**src/rtl/cfg_stream_pkg.sv**
```systemverilog
package cfg_stream_pkg;

    localparam int BYTE_W      = 8;
    localparam int HDR_LEN     = 8;
    localparam int TAIL_LEN    = 6;
    localparam int STARTUP_LEN = 4;

    localparam logic [BYTE_W-1:0] C_PREAMBLE = 8'h4F;
    localparam logic [BYTE_W-1:0] C_CHECK    = 8'h4B;
    localparam logic [BYTE_W-1:0] C_FILL     = 8'hFF;

    typedef enum logic [3:0] {
        ST_IDLE,
        ST_PROG,
        ST_WAIT,
        ST_HDR,
        ST_PRE,
        ST_PAY,
        ST_TAIL,
        ST_START,
        ST_FIN
    } st_e;

    typedef enum logic [1:0] {
        K_HDR,
        K_PRE,
        K_TAIL,
        K_STARTUP
    } code_kind_e;

endpackage

```
**src/rtl/cfg_sync.sv**
```systemverilog
module cfg_sync #(
    parameter int W      = 2,
    parameter int STAGES = 2
) (
    input  logic         clk,
    input  logic         rst_n,
    input  logic [W-1:0] din,
    output logic [W-1:0] dout
);
    logic [STAGES-1:0][W-1:0] sh_q;

    always_ff @(posedge clk or negedge rst_n) begin
        if (!rst_n) begin
            sh_q <= '0;
        end else begin
            sh_q <= {sh_q[STAGES-2:0], din};
        end
    end

    assign dout = sh_q[STAGES-1];
endmodule

```
**src/rtl/cfg_code_table.sv**
```systemverilog
module cfg_code_table
    import cfg_stream_pkg::*;
(
    input  code_kind_e        kind,
    input  logic [2:0]        idx,
    output logic [BYTE_W-1:0] code
);
    always_comb begin
        code = C_FILL;
        unique case (kind)
            K_HDR: begin
                unique case (idx)
                    3'd3:    code = C_PREAMBLE;
                    3'd4:    code = 8'h80;
                    3'd5:    code = 8'hAF;
                    3'd6:    code = 8'h9B;
                    3'd7:    code = C_CHECK;
                    default: code = C_FILL;
                endcase
            end
            K_PRE:     code = C_PREAMBLE;
            K_TAIL:    code = (idx == 3'd0 || idx == 3'd2) ? C_CHECK : C_FILL;
            K_STARTUP: code = C_FILL;
            default:   code = C_FILL;
        endcase
    end
endmodule

```
**src/rtl/cfg_streamer.sv**
```systemverilog
module cfg_streamer
    import cfg_stream_pkg::*;
#(
    parameter int PROG_LOW_CYCLES = 500,
    parameter int FRAME_BYTES     = 21,
    parameter int TO_W            = 16,
    parameter int SYNC_STAGES     = 2
) (
    input  logic              clk,
    input  logic              rst_n,
    input  logic              start,
    input  logic [TO_W-1:0]   init_timeout,
    input  logic [7:0]        s_data,
    input  logic              s_valid,
    input  logic              s_last,
    output logic              s_ready,
    output logic              cfg_prog_n,
    input  logic              cfg_init_n,
    input  logic              cfg_done,
    output logic              cfg_wr,
    output logic [7:0]        cfg_data,
    output logic              busy,
    output logic              load_ok,
    output logic              load_fail,
    output logic              fail_timeout
);
    localparam int PW      = $clog2(PROG_LOW_CYCLES + 1);
    localparam int CNT_W   = (PW > TO_W) ? PW : TO_W;
    localparam int CW1     = CNT_W + 1;
    localparam int IDX_MAX = (FRAME_BYTES > HDR_LEN) ? FRAME_BYTES : HDR_LEN;
    localparam int IDX_W   = $clog2(IDX_MAX);

    typedef struct packed {
        st_e               st;
        logic [CNT_W-1:0]  cnt;
        logic [IDX_W-1:0]  idx;
        logic              hold;
        logic              last_seen;
        logic              lost;
        logic              prog_n;
        logic              wr;
        logic [BYTE_W-1:0] data;
        logic              ok;
        logic              fail;
        logic              tmo;
    } regs_t;

    regs_t q, d;

    logic [1:0]        pins_s;
    logic              init_s;
    logic              done_s;
    code_kind_e        kind;
    logic [BYTE_W-1:0] code;
    logic [CW1-1:0]    waited;

    cfg_sync #(.W(2), .STAGES(SYNC_STAGES)) u_sync (
        .clk   (clk),
        .rst_n (rst_n),
        .din   ({cfg_done, cfg_init_n}),
        .dout  (pins_s)
    );
    assign init_s = pins_s[0];
    assign done_s = pins_s[1];

    always_comb begin
        unique case (q.st)
            ST_HDR:   kind = K_HDR;
            ST_TAIL:  kind = K_TAIL;
            ST_START: kind = K_STARTUP;
            default:  kind = K_PRE;
        endcase
    end

    cfg_code_table u_codes (
        .kind (kind),
        .idx  (q.idx[2:0]),
        .code (code)
    );

    assign waited  = {1'b0, q.cnt} + CW1'(1);
    assign s_ready = (q.st == ST_PAY) && !q.hold && !q.last_seen;

    always_comb begin
        d    = q;
        d.wr = 1'b0;
        if ((q.st == ST_HDR || q.st == ST_PRE || q.st == ST_PAY || q.st == ST_TAIL) && !init_s) begin
            d.lost = 1'b1;
        end
        if (q.hold) begin
            d.hold = 1'b0;
        end else begin
            unique case (q.st)
                ST_IDLE: begin
                    if (start) begin
                        d.st        = ST_PROG;
                        d.cnt       = '0;
                        d.prog_n    = 1'b0;
                        d.ok        = 1'b0;
                        d.fail      = 1'b0;
                        d.tmo       = 1'b0;
                        d.lost      = 1'b0;
                        d.last_seen = 1'b0;
                    end
                end
                ST_PROG: begin
                    if (q.cnt == CNT_W'(PROG_LOW_CYCLES - 1)) begin
                        d.prog_n = 1'b1;
                        d.st     = ST_WAIT;
                        d.cnt    = '0;
                    end else begin
                        d.cnt = q.cnt + CNT_W'(1);
                    end
                end
                ST_WAIT: begin
                    if (init_s) begin
                        d.st  = ST_HDR;
                        d.idx = '0;
                    end else if (waited >= CW1'(init_timeout)) begin
                        d.st   = ST_IDLE;
                        d.fail = 1'b1;
                        d.tmo  = 1'b1;
                    end else begin
                        d.cnt = q.cnt + CNT_W'(1);
                    end
                end
                ST_HDR: begin
                    d.wr   = 1'b1;
                    d.data = code;
                    d.hold = 1'b1;
                    if (q.idx == IDX_W'(HDR_LEN - 1)) d.st = ST_PRE;
                    else d.idx = q.idx + IDX_W'(1);
                end
                ST_PRE: begin
                    d.idx = '0;
                    if (init_s && !q.lost && !done_s && !q.last_seen) begin
                        d.wr   = 1'b1;
                        d.data = code;
                        d.hold = 1'b1;
                        d.st   = ST_PAY;
                    end else begin
                        d.st = ST_START;
                    end
                end
                ST_PAY: begin
                    if (q.last_seen || s_valid) begin
                        d.wr   = 1'b1;
                        d.hold = 1'b1;
                        d.data = q.last_seen ? C_FILL : s_data;
                        if (!q.last_seen && s_last) d.last_seen = 1'b1;
                        if (q.idx == IDX_W'(FRAME_BYTES - 1)) begin
                            d.st  = ST_TAIL;
                            d.idx = '0;
                        end else begin
                            d.idx = q.idx + IDX_W'(1);
                        end
                    end
                end
                ST_TAIL: begin
                    d.wr   = 1'b1;
                    d.data = code;
                    d.hold = 1'b1;
                    if (q.idx == IDX_W'(TAIL_LEN - 1)) d.st = ST_PRE;
                    else d.idx = q.idx + IDX_W'(1);
                end
                ST_START: begin
                    d.wr   = 1'b1;
                    d.data = code;
                    d.hold = 1'b1;
                    if (q.idx == IDX_W'(STARTUP_LEN - 1)) d.st = ST_FIN;
                    else d.idx = q.idx + IDX_W'(1);
                end
                ST_FIN: begin
                    d.st = ST_IDLE;
                    if (done_s && !q.lost) d.ok = 1'b1;
                    else d.fail = 1'b1;
                end
                default: d.st = ST_IDLE;
            endcase
        end
    end

    always_ff @(posedge clk or negedge rst_n) begin
        if (!rst_n) begin
            q        <= '0;
            q.st     <= ST_IDLE;
            q.prog_n <= 1'b1;
        end else begin
            q <= d;
        end
    end

    assign cfg_prog_n   = q.prog_n;
    assign cfg_wr       = q.wr;
    assign cfg_data     = q.data;
    assign busy         = (q.st != ST_IDLE);
    assign load_ok      = q.ok;
    assign load_fail    = q.fail;
    assign fail_timeout = q.tmo;
endmodule

```
**config.mk**
```make
export PLATFORM = sky130hd
export DESIGN_NAME = cfg_streamer
export DESIGN_NICKNAME = d
export VERILOG_FILES = /design/src/rtl/cfg_stream_pkg.sv /design/src/rtl/cfg_sync.sv /design/src/rtl/cfg_code_table.sv /design/src/rtl/cfg_streamer.sv
export SDC_FILE = /design/constraint.sdc
export NUM_CORES = 1
export LEC_CHECK = 0
export ABC_CLOCK_PERIOD_IN_PS = 3600
export BUFFER_PORTS_ARGS = -buffer_cell sky130_fd_sc_hd__buf_4
export CORE_MARGIN = 4
export CORE_UTILIZATION = 58
export CTS_CLUSTER_DIAMETER = 30
export DETAILED_ROUTE_END_ITERATION = 16
export PLACE_DENSITY = 0.85
export SYNTH_ARGS = -nofsm -noshare
export SYNTH_HDL_FRONTEND = slang
export SYNTH_SLANG_ARGS = --single-unit
```
**constraint.sdc**
```tcl
create_clock -name clk -period 3.6 [get_ports clk]
set_input_delay 0 -clock clk [delete_from_list [all_inputs] [get_ports clk]]
set_output_delay 0 -clock clk [all_outputs]
set_load 0.01 [all_outputs]
```
==> flow_results.org <==
** STA
- Final Max Slew Viols :: 0
- The count of final hold-check violations was 0.
- Rel. slew slack :: 0.633
- Setup-failing EPs final :: 0
- Dividing the final minimum period by the clock period gives 0.918.
- Setup TNS :: 0 ns
- Final-layout worst hold slack :: 0.0114 ns
- Setup repair after global routing missed its margin :: false
- Transition time at the pin with the least slew margin :: 0.551 ns
- For this run, the top clock speed supported by timing is 302 MHz.
- Minimum clock period after layout :: 3.31 ns
- Across the routed clock network, the largest skew measured is 0.00254 ns.

** Synth
- Counting flops with an async set or reset pin after synthesis yields a share of 1.00.
- For this run, the leading register cell type out of synthesis is sky130_fd_sc_hd__dfrtp_1.
- The share of the Yosys chip area taken by registers is 0.349.
- In this run, distinct cell masters in the synthesized netlist total 57.
- After synthesis, the largest family of logic cells by area is simple AND/OR/NAND/NOR gates.
- Of the total synthesized cell area, the portion taken by AND, OR, NAND and NOR gates is 0.215.
- The post-synthesis compound-gate area fraction was 0.209.
- Synthesis warning total :: 0
- Synth Net Count :: 424
- Of the total synthesized cell area, the portion taken by XOR and XNOR cells is 0.0444.
- Number of synthesized register bits :: 44
- Of the post-synthesis cell area, the part taken by muxes is 0.00673.
- Synthesis produced 370 cells.
- Mean instance size in the synthesized netlist :: 8.54 um^2
- Number of flops mapped to enable cells by yosys :: 0
- Synthesized area :: 0.00316 mm^2
- Share of synthesized cell area in full adder, half adder and majority cells :: 0.0911

** Drt
- Top layer reached by signal wires :: met4
- The detailed router finished its first iteration with 352 violations.
- Summed over all layers, the routed wires come to 7.28 mm.
- Detailed-route via count :: 2829
- In the detailed route, the total length drawn on met2 is 3.71 mm.
- The first detailed-routing pass took 6 iterations.
- Final routed DRC violation total :: 0
- Antenna Violating Nets Remaining :: 0
- Dividing the detail-routed via count by the number of cells gives 5.93.
- Final routed wire length divided by cell count :: 15.3 um
- Amount of wire on met3 after detailed routing :: 401 um
- Metal1 wirelength :: 3.07 mm

** Cells and area
- Most common cell after layout, fill and taps aside :: sky130_fd_sc_hd__buf_4
- Diode insertion count for antenna repair :: 0
- Summing all non-filler instances in the final layout gives an area of 0.00361 mm^2.
- Relative to the synthesized area, the layout overhead comes to 14.2%.
- Counting the fill cells in the layout gives 409.
- Proportion of layout cells with a drive suffix above 1 :: 0.179
- Number of nets in the layout :: 460
- Commonest cells after routing, fill and taps aside :: sky130_fd_sc_hd__buf_4, sky130_fd_sc_hd__dfrtp_1, sky130_fd_sc_hd__inv_1

** Pwr
- In this run the power density over the cells is 564 mW/mm^2.
- Leak Pwr :: 1.68 nW
- Worst IR drop on VDD :: 0.000484 V

** Clock tree
- Clock root buffer :: sky130_fd_sc_hd__clkbuf_8
- Once the clock tree was built, the setup fixing pass inserted 0 buffers.
- Clock insertion delay at the later pin of the skew report :: 0.31 ns
- TritonCTS created 5 clock buffers.
- In this run the number of H-tree levels came out at 2.
- The clock drives 44 sinks.
- Register clock-pin slew on the reported worst setup and hold paths :: 0.08 ns
- In this run the deepest clock path goes through 2 buffers.
- TritonCTS clock tree :: yes

** GRT
- After global routing the overflow that remains totals 0.
- The number of global-route vias before repair is 2694.
- Entering global routing, the biggest net connects 45 pins.
- The first global-routing pass estimated 12.2 mm of wire.
- Total global routing track utilization :: 0.234
- Antenna violations before repair :: 0

** Placement
- RD Place Congestion :: 0.895
- HPWL after DPL :: 5.45 mm
- Instance area at placement :: 0.00346 mm^2
- Input and output buffers added on the ports amount to 45.

** Job
- Number of max-cap violations :: 0

** Critical path
- For the worst setup path, the data arrival time is 3.52 ns.
- The number of buffers and inverters on the critical path is 1.
- The worst register-to-register path has a setup slack of 0.29 ns.
- Most used cell, CP :: sky130_fd_sc_hd__and3_1
- CP Capture Type :: register
- Setup crit start kind :: register
- Gate family responsible for the most delay along the worst path :: simple AND/OR/NAND/NOR gates
- The worst setup path is of the register to register kind.
- Traced cell by cell, the critical path runs through and3_1 > nand2_1 > nor2_1 > and3_1 > xnor2_1 > inv_1 > ha_1 > nand3_1 > nor3_1 > nor4_2 > nand4_2 > o22a_2 > o31ai_1.
- Maximum fanout along the worst path :: 14
- Largest stage delay on the critical path :: 0.52 ns
- Cell with the biggest individual delay on the critical path :: sky130_fd_sc_hd__dfrtp_1
- Data required time of the critical path :: 3.81 ns

** Die
- In this run the count of I/O pins placed on the die edge is 46.
- The floorplan step defined a die boundary enclosing 0.00669 mm^2.
- In this run the vertical extent of the chip is 81.8 um.
- Die width :: 81.8 um
- Core footprint :: 0.00520 mm^2
- Initial Utilization :: 0.607
- The floorplan has 26 rows.

** Run status
- The run finished with clean final reports.

** Min path
- Classification of the worst-slack hold path :: input port to register
==> state kept, by name, indices dropped and copies added, names as in the netlist <==
| signal | flops |
|---|---|
| cfg_data | 8 |
| cfg_prog_n | 1 |
| fail_timeout | 1 |
| load_fail | 1 |
| load_ok | 1 |
| q | 28 |
| u_sync.dout | 2 |
| u_sync.sh_q | 2 |
==> final cells by class <==
cell class / count / area [um^2] / share of cell area
Multi-Input combinational cell: 269 / 1800 / 0.499
Inverter: 36 / 135 / 0.0375
Sequential cell: 44 / 1100 / 0.306
Timing Repair Buffer: 50 / 383 / 0.106
Tap cell: 70 / 87.6 / 0.0243
Clock buffer: 6 / 82.6 / 0.0229
Clock inverter: 2 / 15.0 / 0.00416
==> per-layer routing <==
layer,up-vias,track usage
li1,1374,-
met1,1344,0.287
met2,97,0.411
met3,14,0.0493
met4,0,0.0714
met5,-,0
==> what timing repair did <==
item,in CTS,in global routing
endpoints found under the setup margin,0,17
gates resized for setup,0,4
hold buffers,3,0
endpoints found under the hold margin,45,0
==> synth_stat cells (3+ instances only) <==
| cell | count | area (um^2) |
|---|---|---|
| sky130_fd_sc_hd__dfrtp_1 | 43 | 1080 |
| sky130_fd_sc_hd__inv_1 | 35 | 131 |
| sky130_fd_sc_hd__nand2_1 | 34 | 128 |
| sky130_fd_sc_hd__nor2_1 | 33 | 124 |
| sky130_fd_sc_hd__o21ai_0 | 24 | 120 |
| sky130_fd_sc_hd__ha_1 | 23 | 288 |
| sky130_fd_sc_hd__a21oi_1 | 21 | 105 |
| sky130_fd_sc_hd__nor3_1 | 11 | 55.1 |
| sky130_fd_sc_hd__xnor2_1 | 11 | 96.3 |
| sky130_fd_sc_hd__o2bb2ai_1 | 10 | 87.6 |
| sky130_fd_sc_hd__buf_2 | 9 | 45.0 |
| sky130_fd_sc_hd__nand3_1 | 9 | 45.0 |
| sky130_fd_sc_hd__buf_4 | 8 | 60.1 |
| sky130_fd_sc_hd__nand4_1 | 7 | 43.8 |
| sky130_fd_sc_hd__o211ai_1 | 7 | 52.6 |
| sky130_fd_sc_hd__and3_1 | 6 | 37.5 |
| sky130_fd_sc_hd__o31ai_1 | 6 | 45.0 |
| sky130_fd_sc_hd__a31oi_1 | 5 | 31.3 |
| sky130_fd_sc_hd__xor2_1 | 5 | 43.8 |
| sky130_fd_sc_hd__nor2b_1 | 4 | 25.0 |
| sky130_fd_sc_hd__o21a_1 | 4 | 30.0 |
| sky130_fd_sc_hd__o22a_1 | 4 | 35.0 |
| sky130_fd_sc_hd__a21o_1 | 3 | 22.5 |
| sky130_fd_sc_hd__and2_1 | 3 | 18.8 |
==> report_power, final <==
part	switching (W)	total, W	internal [W]
Sequential	0.000153	0.000765	0.000613
Clock	0.000178	0.000334	0.000155
Combinational	0.000528	0.000934	0.000406
==> worst register-to-register path, stage by stage, from the launching register on <==
cell	delay (ns)
sky130_fd_sc_hd__dfrtp_1	0.52
sky130_fd_sc_hd__and3_1	0.27
sky130_fd_sc_hd__nand2_1	0.08
sky130_fd_sc_hd__nor2_1	0.27
sky130_fd_sc_hd__and3_1	0.22
sky130_fd_sc_hd__xnor2_1	0.14
sky130_fd_sc_hd__inv_1	0.06
sky130_fd_sc_hd__ha_1	0.29
sky130_fd_sc_hd__nand3_1	0.14
sky130_fd_sc_hd__nor3_1	0.08
sky130_fd_sc_hd__nor4_2	0.26
sky130_fd_sc_hd__nand4_2	0.21
sky130_fd_sc_hd__o22a_2	0.40
sky130_fd_sc_hd__o31ai_1	0.26
==> stage by stage <==
stage	instances	setup slack (ns)	util	power, W
after floorplan	370	0.546	-	0.00146
after global placement	466	0.333	0.666	0.00166
after detailed placement	466	0.129	0.666	0.00169
after CTS	477	0.114	0.690	0.00203
after global routing	477	0.0123	0.693	0.00218
final	477	0.294	0.693	0.00203
==> path summary, 6_finish.rpt <==
check,endpoint,cells after the start,from
hold reg to reg,u_sync.dout[1],0,u_sync.sh_q[1]
min in group asynchronous,cfg_data[1],2,rst_n
setup reg to reg,q[24],13,q[23]
max in group asynchronous,cfg_prog_n,2,rst_n
hold / removal,cfg_data[6],3,s_data[6]
setup / recovery,q[24],13,q[23]
==> logic make-up (layout without fill, tap and decap cells) <==
logic type / Yosys count / after routing
flops: 44 / 44
compound gates: 98 / 98
mux: 2 / 2
fa+ha+maj: 23 / 23
buf+inv: 57 / 94
simple gates: 130 / 130
xor+xnor: 16 / 16
Power figures use the tool's default switching activity.
